### src/rtl/vtrim_pkg.sv
package vtrim_pkg;
   typedef enum logic [1:0] {
      DIR_HOLD = 2'b00,
      DIR_UP   = 2'b01,
      DIR_DOWN = 2'b10
   } vdir_e;
endpackage

### src/rtl/vtrim_interval_timer.sv
module vtrim_interval_timer #(
   parameter int INTV_W = 12
) (
   input  logic              clk,
   input  logic              rst_n,
   input  logic [INTV_W-1:0] interval,
   output logic              tick
);
   if (INTV_W < 1) begin : g_bad_w
      $error("vtrim_interval_timer: INTV_W must be at least 1");
   end

   logic [INTV_W-1:0] cnt_q;
   logic [INTV_W-1:0] last_idx;

   always_comb begin
      last_idx = (interval == '0) ? '0 : interval - 1'b1;
      tick     = (cnt_q >= last_idx);
   end

   always_ff @(posedge clk) begin
      if (!rst_n) cnt_q <= '0;
      else if (tick) cnt_q <= '0;
      else cnt_q <= cnt_q + 1'b1;
   end

   AST_TICK_WINDOW: assert property (@(posedge clk) disable iff (!rst_n)
      tick |=> (cnt_q == '0)) else $error("timer did not restart");
endmodule

### src/rtl/vtrim_freq_classifier.sv
module vtrim_freq_classifier
   import vtrim_pkg::*;
#(
   parameter int FREQ_W     = 14,
   parameter int CEIL_MHZ   = 28,
   parameter bit SAMPLE_REG = 1'b0
) (
   input  logic              clk,
   input  logic              rst_n,
   input  logic [FREQ_W-1:0] target,
   input  logic [FREQ_W-1:0] meas,
   output vdir_e             dir
);
   localparam int CMP_W = FREQ_W + 1;

   if (CEIL_MHZ < 1 || CEIL_MHZ >= (1 << FREQ_W)) begin : g_bad_ceil
      $error("vtrim_freq_classifier: CEIL_MHZ out of range");
   end

   logic [FREQ_W-1:0] meas_use;

   if (SAMPLE_REG) begin : g_reg
      logic [FREQ_W-1:0] meas_q;
      always_ff @(posedge clk) begin
         if (!rst_n) meas_q <= '0;
         else meas_q <= meas;
      end
      assign meas_use = meas_q;
   end else begin : g_direct
      assign meas_use = meas;
   end

   logic [CMP_W-1:0] ceil_w;
   logic [CMP_W-1:0] meas_w;

   always_comb begin
      ceil_w = {1'b0, target} + CMP_W'(CEIL_MHZ);
      meas_w = {1'b0, meas_use};
      if (meas_use < target) dir = DIR_UP;
      else if (meas_w >= ceil_w) dir = DIR_DOWN;
      else dir = DIR_HOLD;
   end
endmodule

### src/rtl/vtrim_step_issuer.sv
module vtrim_step_issuer
   import vtrim_pkg::*;
#(
   parameter int CODE_W     = 8,
   parameter int STEP_W     = 4,
   parameter int VSTEP      = 2,
   parameter int RESET_CODE = 128
) (
   input  logic                     clk,
   input  logic                     rst_n,
   input  logic                     tick,
   input  vdir_e                    dir,
   input  logic [CODE_W-1:0]        vmin,
   input  logic [CODE_W-1:0]        vmax,
   input  logic                     req_ready,
   output logic                     req_valid,
   output logic signed [STEP_W-1:0] req_step,
   output logic [CODE_W-1:0]        code
);
   localparam int SUM_W = CODE_W + 2;
   localparam logic [CODE_W-1:0] VSTEP_C = CODE_W'(VSTEP);

   if (STEP_W < 2 || STEP_W > CODE_W) begin : g_bad_step_w
      $error("vtrim_step_issuer: STEP_W must lie in 2..CODE_W");
   end
   if (VSTEP < 1 || VSTEP >= (1 << (STEP_W - 1))) begin : g_bad_vstep
      $error("vtrim_step_issuer: VSTEP does not fit the signed step");
   end
   if (RESET_CODE < 0 || RESET_CODE >= (1 << CODE_W)) begin : g_bad_rst
      $error("vtrim_step_issuer: RESET_CODE out of range");
   end

   logic                     valid_q;
   logic signed [STEP_W-1:0] step_q;
   logic [CODE_W-1:0]        code_q;

   logic                     fire;
   logic                     pending;
   logic signed [SUM_W-1:0]  sum_s;
   logic [CODE_W-1:0]        code_now;
   logic [CODE_W-1:0]        room;
   logic [CODE_W-1:0]        mag;
   logic [STEP_W-1:0]        mag_n;
   logic                     issue;
   logic signed [STEP_W-1:0] step_new;

   always_comb begin
      fire     = valid_q && req_ready;
      pending  = valid_q && !req_ready;
      sum_s    = $signed({2'b00, code_q})
               + $signed({{(SUM_W - STEP_W){step_q[STEP_W-1]}}, step_q});
      code_now = fire ? sum_s[CODE_W-1:0] : code_q;
      unique case (dir)
         DIR_UP:   room = (vmax > code_now) ? vmax - code_now : '0;
         DIR_DOWN: room = (code_now > vmin) ? code_now - vmin : '0;
         default:  room = '0;
      endcase
      mag      = (room < VSTEP_C) ? room : VSTEP_C;
      mag_n    = mag[STEP_W-1:0];
      step_new = (dir == DIR_UP) ? $signed(mag_n) : $signed(-mag_n);
      issue    = tick && !pending && (dir != DIR_HOLD) && (mag != '0);
   end

   always_ff @(posedge clk) begin
      if (!rst_n) begin
         valid_q <= 1'b0;
         step_q  <= '0;
         code_q  <= CODE_W'(RESET_CODE);
      end else begin
         code_q <= code_now;
         if (issue) begin
            valid_q <= 1'b1;
            step_q  <= step_new;
         end else if (fire) begin
            valid_q <= 1'b0;
            step_q  <= '0;
         end
      end
   end

   assign req_valid = valid_q;
   assign req_step  = step_q;
   assign code      = code_q;

   AST_STEP_HOLD: assert property (@(posedge clk) disable iff (!rst_n)
      (valid_q && !req_ready) |=> (valid_q && $stable(step_q))) else $error("step moved while stalled");
   AST_CODE_STEADY: assert property (@(posedge clk) disable iff (!rst_n)
      !(valid_q && req_ready) |=> $stable(code_q)) else $error("code moved without handshake");
   AST_STEP_NONZERO: assert property (@(posedge clk) disable iff (!rst_n)
      valid_q |-> (step_q != '0)) else $error("zero step requested");
endmodule

### src/rtl/vtrim_ctrl.sv
module vtrim_ctrl
   import vtrim_pkg::*;
#(
   parameter int FREQ_W     = 14,
   parameter int INTV_W     = 12,
   parameter int CODE_W     = 8,
   parameter int STEP_W     = 4,
   parameter int VSTEP      = 2,
   parameter int CEIL_MHZ   = 28,
   parameter int RESET_CODE = 128,
   parameter bit SAMPLE_REG = 1'b0
) (
   input  logic                     clk,
   input  logic                     rst_n,
   input  logic [FREQ_W-1:0]        cfg_target,
   input  logic [INTV_W-1:0]        cfg_interval,
   input  logic [CODE_W-1:0]        cfg_vmin,
   input  logic [CODE_W-1:0]        cfg_vmax,
   input  logic [FREQ_W-1:0]        meas_freq,
   input  logic                     vreg_ready,
   output logic                     vreg_valid,
   output logic signed [STEP_W-1:0] vreg_step,
   output logic [CODE_W-1:0]        vcode,
   output logic                     at_limit
);
   logic  tick;
   vdir_e dir;

   vtrim_interval_timer #(.INTV_W(INTV_W)) u_timer (
      .clk      (clk),
      .rst_n    (rst_n),
      .interval (cfg_interval),
      .tick     (tick)
   );

   vtrim_freq_classifier #(
      .FREQ_W     (FREQ_W),
      .CEIL_MHZ   (CEIL_MHZ),
      .SAMPLE_REG (SAMPLE_REG)
   ) u_classify (
      .clk    (clk),
      .rst_n  (rst_n),
      .target (cfg_target),
      .meas   (meas_freq),
      .dir    (dir)
   );

   vtrim_step_issuer #(
      .CODE_W     (CODE_W),
      .STEP_W     (STEP_W),
      .VSTEP      (VSTEP),
      .RESET_CODE (RESET_CODE)
   ) u_issue (
      .clk       (clk),
      .rst_n     (rst_n),
      .tick      (tick),
      .dir       (dir),
      .vmin      (cfg_vmin),
      .vmax      (cfg_vmax),
      .req_ready (vreg_ready),
      .req_valid (vreg_valid),
      .req_step  (vreg_step),
      .code      (vcode)
   );

   assign at_limit = (vcode >= cfg_vmax) || (vcode <= cfg_vmin);

   AST_REQ_AT_TICK: assert property (@(posedge clk) disable iff (!rst_n)
      $rose(vreg_valid) |-> $past(tick)) else $error("request outside judging cycle");
endmodule

### config.mk
export PLATFORM = sky130hd
export DESIGN_NAME = vtrim_ctrl
export DESIGN_NICKNAME = d
export VERILOG_FILES = /design/src/rtl/vtrim_pkg.sv /design/src/rtl/vtrim_interval_timer.sv /design/src/rtl/vtrim_freq_classifier.sv /design/src/rtl/vtrim_step_issuer.sv /design/src/rtl/vtrim_ctrl.sv
export SDC_FILE = /design/constraint.sdc
export NUM_CORES = 1
export LEC_CHECK = 0
export BUFFER_PORTS_ARGS = -buffer_cell sky130_fd_sc_hd__buf_2
export CAP_MARGIN = 20
export CORE_MARGIN = 2
export CORE_UTILIZATION = 47
export CTS_CLUSTER_DIAMETER = 80
export DETAILED_ROUTE_END_ITERATION = 7
export GPL_ROUTABILITY_DRIVEN = 0
export PLACE_DENSITY = 0.71
export SYNTH_ARGS = -nofsm -noshare
export SYNTH_HDL_FRONTEND = slang
export SYNTH_SLANG_ARGS = --single-unit
### constraint.sdc
create_clock -name clk -period 5.8 [get_ports clk]
set_input_delay 1.74 -clock clk [delete_from_list [all_inputs] [get_ports clk]]
set_output_delay 1.74 -clock clk [all_outputs]
set_load 0.005 [all_outputs]
==> flow_metrics.py <==
metrics = {
    "sta": {
        "skew_ns": 0.003338,
        "relSlewSlack": 0.5799,
        "finalHoldViolCount": 0,
        "setup_tns_ns": 0,
        "fin_ws_ns": 0.2920,
        "final.period_utilization": 0.9497,
        "whs_ns": 0.5070,
        "worstMarginPinSlew_ns": 0.6243,
        "finalSetupViolations": 0,
        "fmax_mhz": 181.6,
        "period_needed_ns": 5.508,
        "slew_viol_final": 0,
    },
    "final_layout": {
        "area_delta_synth_final_pct": 15.48,
        "multi_input_area_sq_um": 3303,
        "fin_area_sq_um": 4601,
        "nets": 733,
        "diodes": 0,
        "regArea_sq_um": 500.5,
        "drive_gt1_frac": 0.1807,
        "fillers": 783,
    },
    "route": {
        "detail_route.vias_per_cell": 5.664,
        "wl_per_cell_um": 14.29,
        "drtIter0Drc": 156,
        "drc": 0,
        "totalWireLength_um": 9959,
        "drtAntennaViolNets": 0,
        "dr.pass1.iters": 4,
        "num_vias": 3948,
    },
    "cts": {
        "cts_buffer_depth": 2,
        "cts_tree": "yes",
        "clock_latency_ns": 0.27,
        "cts_made_buffers": 3,
        "holdBufCountCts": 0,
        "cts.sinks": 25,
        "clk_pin_slew_ns": 0.10,
        "cts-root-buf": "clkbuf_8",
        "htreeDepth": 1,
    },
    "synth": {
        "yosysSeqAreaShare": 0.1256,
        "yosys_warnings": 0,
        "yosys_most_used_dff": "dfxtp_1",
        "synth-seq-cells": 25,
        "synthDistinctLibCells": 68,
        "syn_area_sq_um": 3984,
        "syn_area_per_cell_sq_um": 7.811,
        "synth_nets": 650,
        "synth_async_sr_flop_share": 0,
        "synth_edf_count": 0,
        "syn_inst": 510,
    },
    "die": {
        "fp-row-count": 33,
        "die_h_um": 96.07,
        "die_area_sq_um": 9228,
        "initial_utilization": 0.4848,
        "die_w_um": 96.07,
        "core_sq_um": 8217,
        "pin_count": 73,
    },
    "worst_hold_path": {
        "hold_start": "u_issue.req_step[2]$_SDFFE_PN0P_",
        "hold-path-cell-count": 2,
        "hp-class": "reg2reg",
        "min_to": "u_issue.req_step[2]$_SDFFE_PN0P_",
    },
    "pwr": {
        "finalPower_uw": 467.1,
        "ir_drop_mv": 0.06150,
        "p_per_area_nw_per_um2": 101.5,
        "power.leakage_nw": 2.341,
    },
    "critical_path": {
        "regToRegStartpoint": "u_issue.code[1]$_SDFF_PN0_",
        "reg2regPathDepth": 21,
        "cp-start-kind": "primary input",
        "r2r-end": "u_issue.req_step[1]$_SDFFE_PN0P_",
        "crit_path_max_fanout": 7,
        "r2r_setup_slack_ns": 0.59,
        "critical_path_arrival_ns": 5.68,
        "cp-end-kind": "flip-flop",
        "required_ns": 5.97,
        "critical_path_class": "in2reg",
    },
    "placed_design": {
        "numPortBuffers": 72,
        "placed_area_sq_um": 4524,
        "hpwl_um": 8394,
        "dpl_worst_slack_ns": -0.02179,
    },
    "global_routing": {
        "grt_usage": 0.2221,
        "grt_pass1_wl_um": 16650,
        "grt_max_degree": 15,
        "grt_pass1_vias": 3781,
        "antenna_found_initial": 0,
        "grt_overflow": 0,
    },
    "run_status": {
        "outcome": "complete, no violations",
    },
    "run": {
        "cap_violations": 0,
    },
}
## kinds of logic after synthesis
kind of cell / after synthesis / synth area share
AO/OA/AOI/OAI: 129 / 0.2312
XOR/XNOR: 36 / 0.07915
adder cells (fa/ha/maj): 82 / 0.2629
buffers and inverters: 52 / 0.05088
flip-flops: 25 / 0.1256
multiplexers: 5 / 0.01256
AND/OR/NAND/NOR: 181 / 0.2378
## critical path, cell delays in order
cell	delay [ns]
buf_2	0.15
nand2_4	0.12
mux2i_1	0.37
inv_1	0.14
fa_1	0.45
nand2b_1	0.20
a221o_1	0.32
a31oi_1	0.17
a221oi_1	0.10
o31ai_1	0.26
nand2_1	0.14
a2bb2oi_1	0.19
or3_1	0.39
ha_1	0.22
nor2b_2	0.13
o211ai_1	0.22
o31a_1	0.36
## stage by stage
step / util / instances
floorplan: - / 510
global placement: 0.5506 / 692
detailed placement: 0.5506 / 692
CTS: 0.5563 / 696
global route: 0.5599 / 697
finish: 0.5599 / 697
## cells in the final DEF, fill, tap and decap left out, types with 7 or more instances in the layout
cell      instances
nand4_1           7
nand2_1          28
a211oi_1          8
xor2_1           14
buf_4            11
buf_2            72
o21a_1            9
nor3_1           18
nor2_1           46
nand2b_1         11
ha_1             78
o21ai_0          18
nor2b_1          13
nand3_1          23
a21o_1           10
dfxtp_1          25
a21oi_1          33
inv_1            46
xnor2_1          22
## cells in the mapped netlist, drive strengths merged (4+ instances only)
| library cell | count | share of area |
|---|---|---|
| a211oi | 10 | 0.021 |
| a21oi | 33 | 0.041 |
| nor4 | 5 | 0.012 |
| nor2 | 46 | 0.043 |
| a21boi | 4 | 0.0075 |
| o211ai | 4 | 0.0088 |
| nand2b | 11 | 0.017 |
| and3 | 4 | 0.0063 |
| o21a | 9 | 0.017 |
| ha | 78 | 0.24 |
| nand2 | 29 | 0.027 |
| a211o | 4 | 0.0088 |
| mux2i | 5 | 0.013 |
| nor3 | 19 | 0.027 |
| xor2 | 14 | 0.031 |
| xnor2 | 22 | 0.048 |
| dfxtp | 25 | 0.13 |
| inv | 47 | 0.044 |
| nand4 | 8 | 0.014 |
| o21ai | 22 | 0.028 |
| nand3 | 23 | 0.029 |
| clkbuf | 4 | 0.0038 |
| or2 | 4 | 0.0063 |
| a21o | 11 | 0.021 |
| nor2b | 14 | 0.022 |
## flip-flops by register name, summed over array words and instances (netlist names), named ones only
signal,count
u_issue.req_step,4
u_issue.code,7
u_timer.cnt_q,12
u_issue.req_valid,1
## per-layer routing
| metal | track usage | vias to the layer above | wire length [um] |
|---|---|---|---|
| met1 | 0.2909 | 1802 | 4597 |
| met3 | 0.01410 | 17 | 398 |
| met2 | 0.3895 | 99 | 4750 |
| met4 | 0.06667 | 0 | 212 |
| li1 | - | 2030 | - |
| met5 | 0 | - | 0 |
## report_power, final
group          leakage [nW]  internal, mW  switching (mW)  total [mW]
Clock                0.0255        0.0482          0.0630       0.111
Sequential            0.202         0.173         0.00294       0.176
Combinational          2.11        0.0817          0.0978       0.179
Total                  2.34         0.303           0.164       0.467
## how the worst max path moves through the flow
stage                           from                          endpoint  depth (start not counted)  slack (ns)
after floorplan           vreg_ready  u_issue.req_step[1]$_SDFFE_PN0P_                         18        0.21
after global placement    vreg_ready  u_issue.req_step[1]$_SDFFE_PN0P_                         18        0.14
after detailed placement  vreg_ready  u_issue.req_step[1]$_SDFFE_PN0P_                         18       -0.02
after CTS                 vreg_ready  u_issue.req_step[1]$_SDFFE_PN0P_                         18        0.20
after global routing      vreg_ready  u_issue.req_step[1]$_SDFFE_PN0P_                         18     -0.0006
final                     vreg_ready  u_issue.req_step[1]$_SDFFE_PN0P_                         17        0.29
## final cells by class
cell class	count	share of cell area
Multi-Input combinational cell	433	0.7180
Sequential cell	25	0.1088
Timing Repair Buffer	83	0.09627
Inverter	47	0.03835
Tap cell	105	0.02856
Clock buffer	3	0.008975
Clock inverter	1	0.001088
## repair_timing
action                     in CTS  in global routing
setup buffers                   0                  1
setup endpoints to repair       0                  5
hold endpoints to repair        0                  0
gates resized for setup         0                  5
Power figures use the tool's default switching activity.
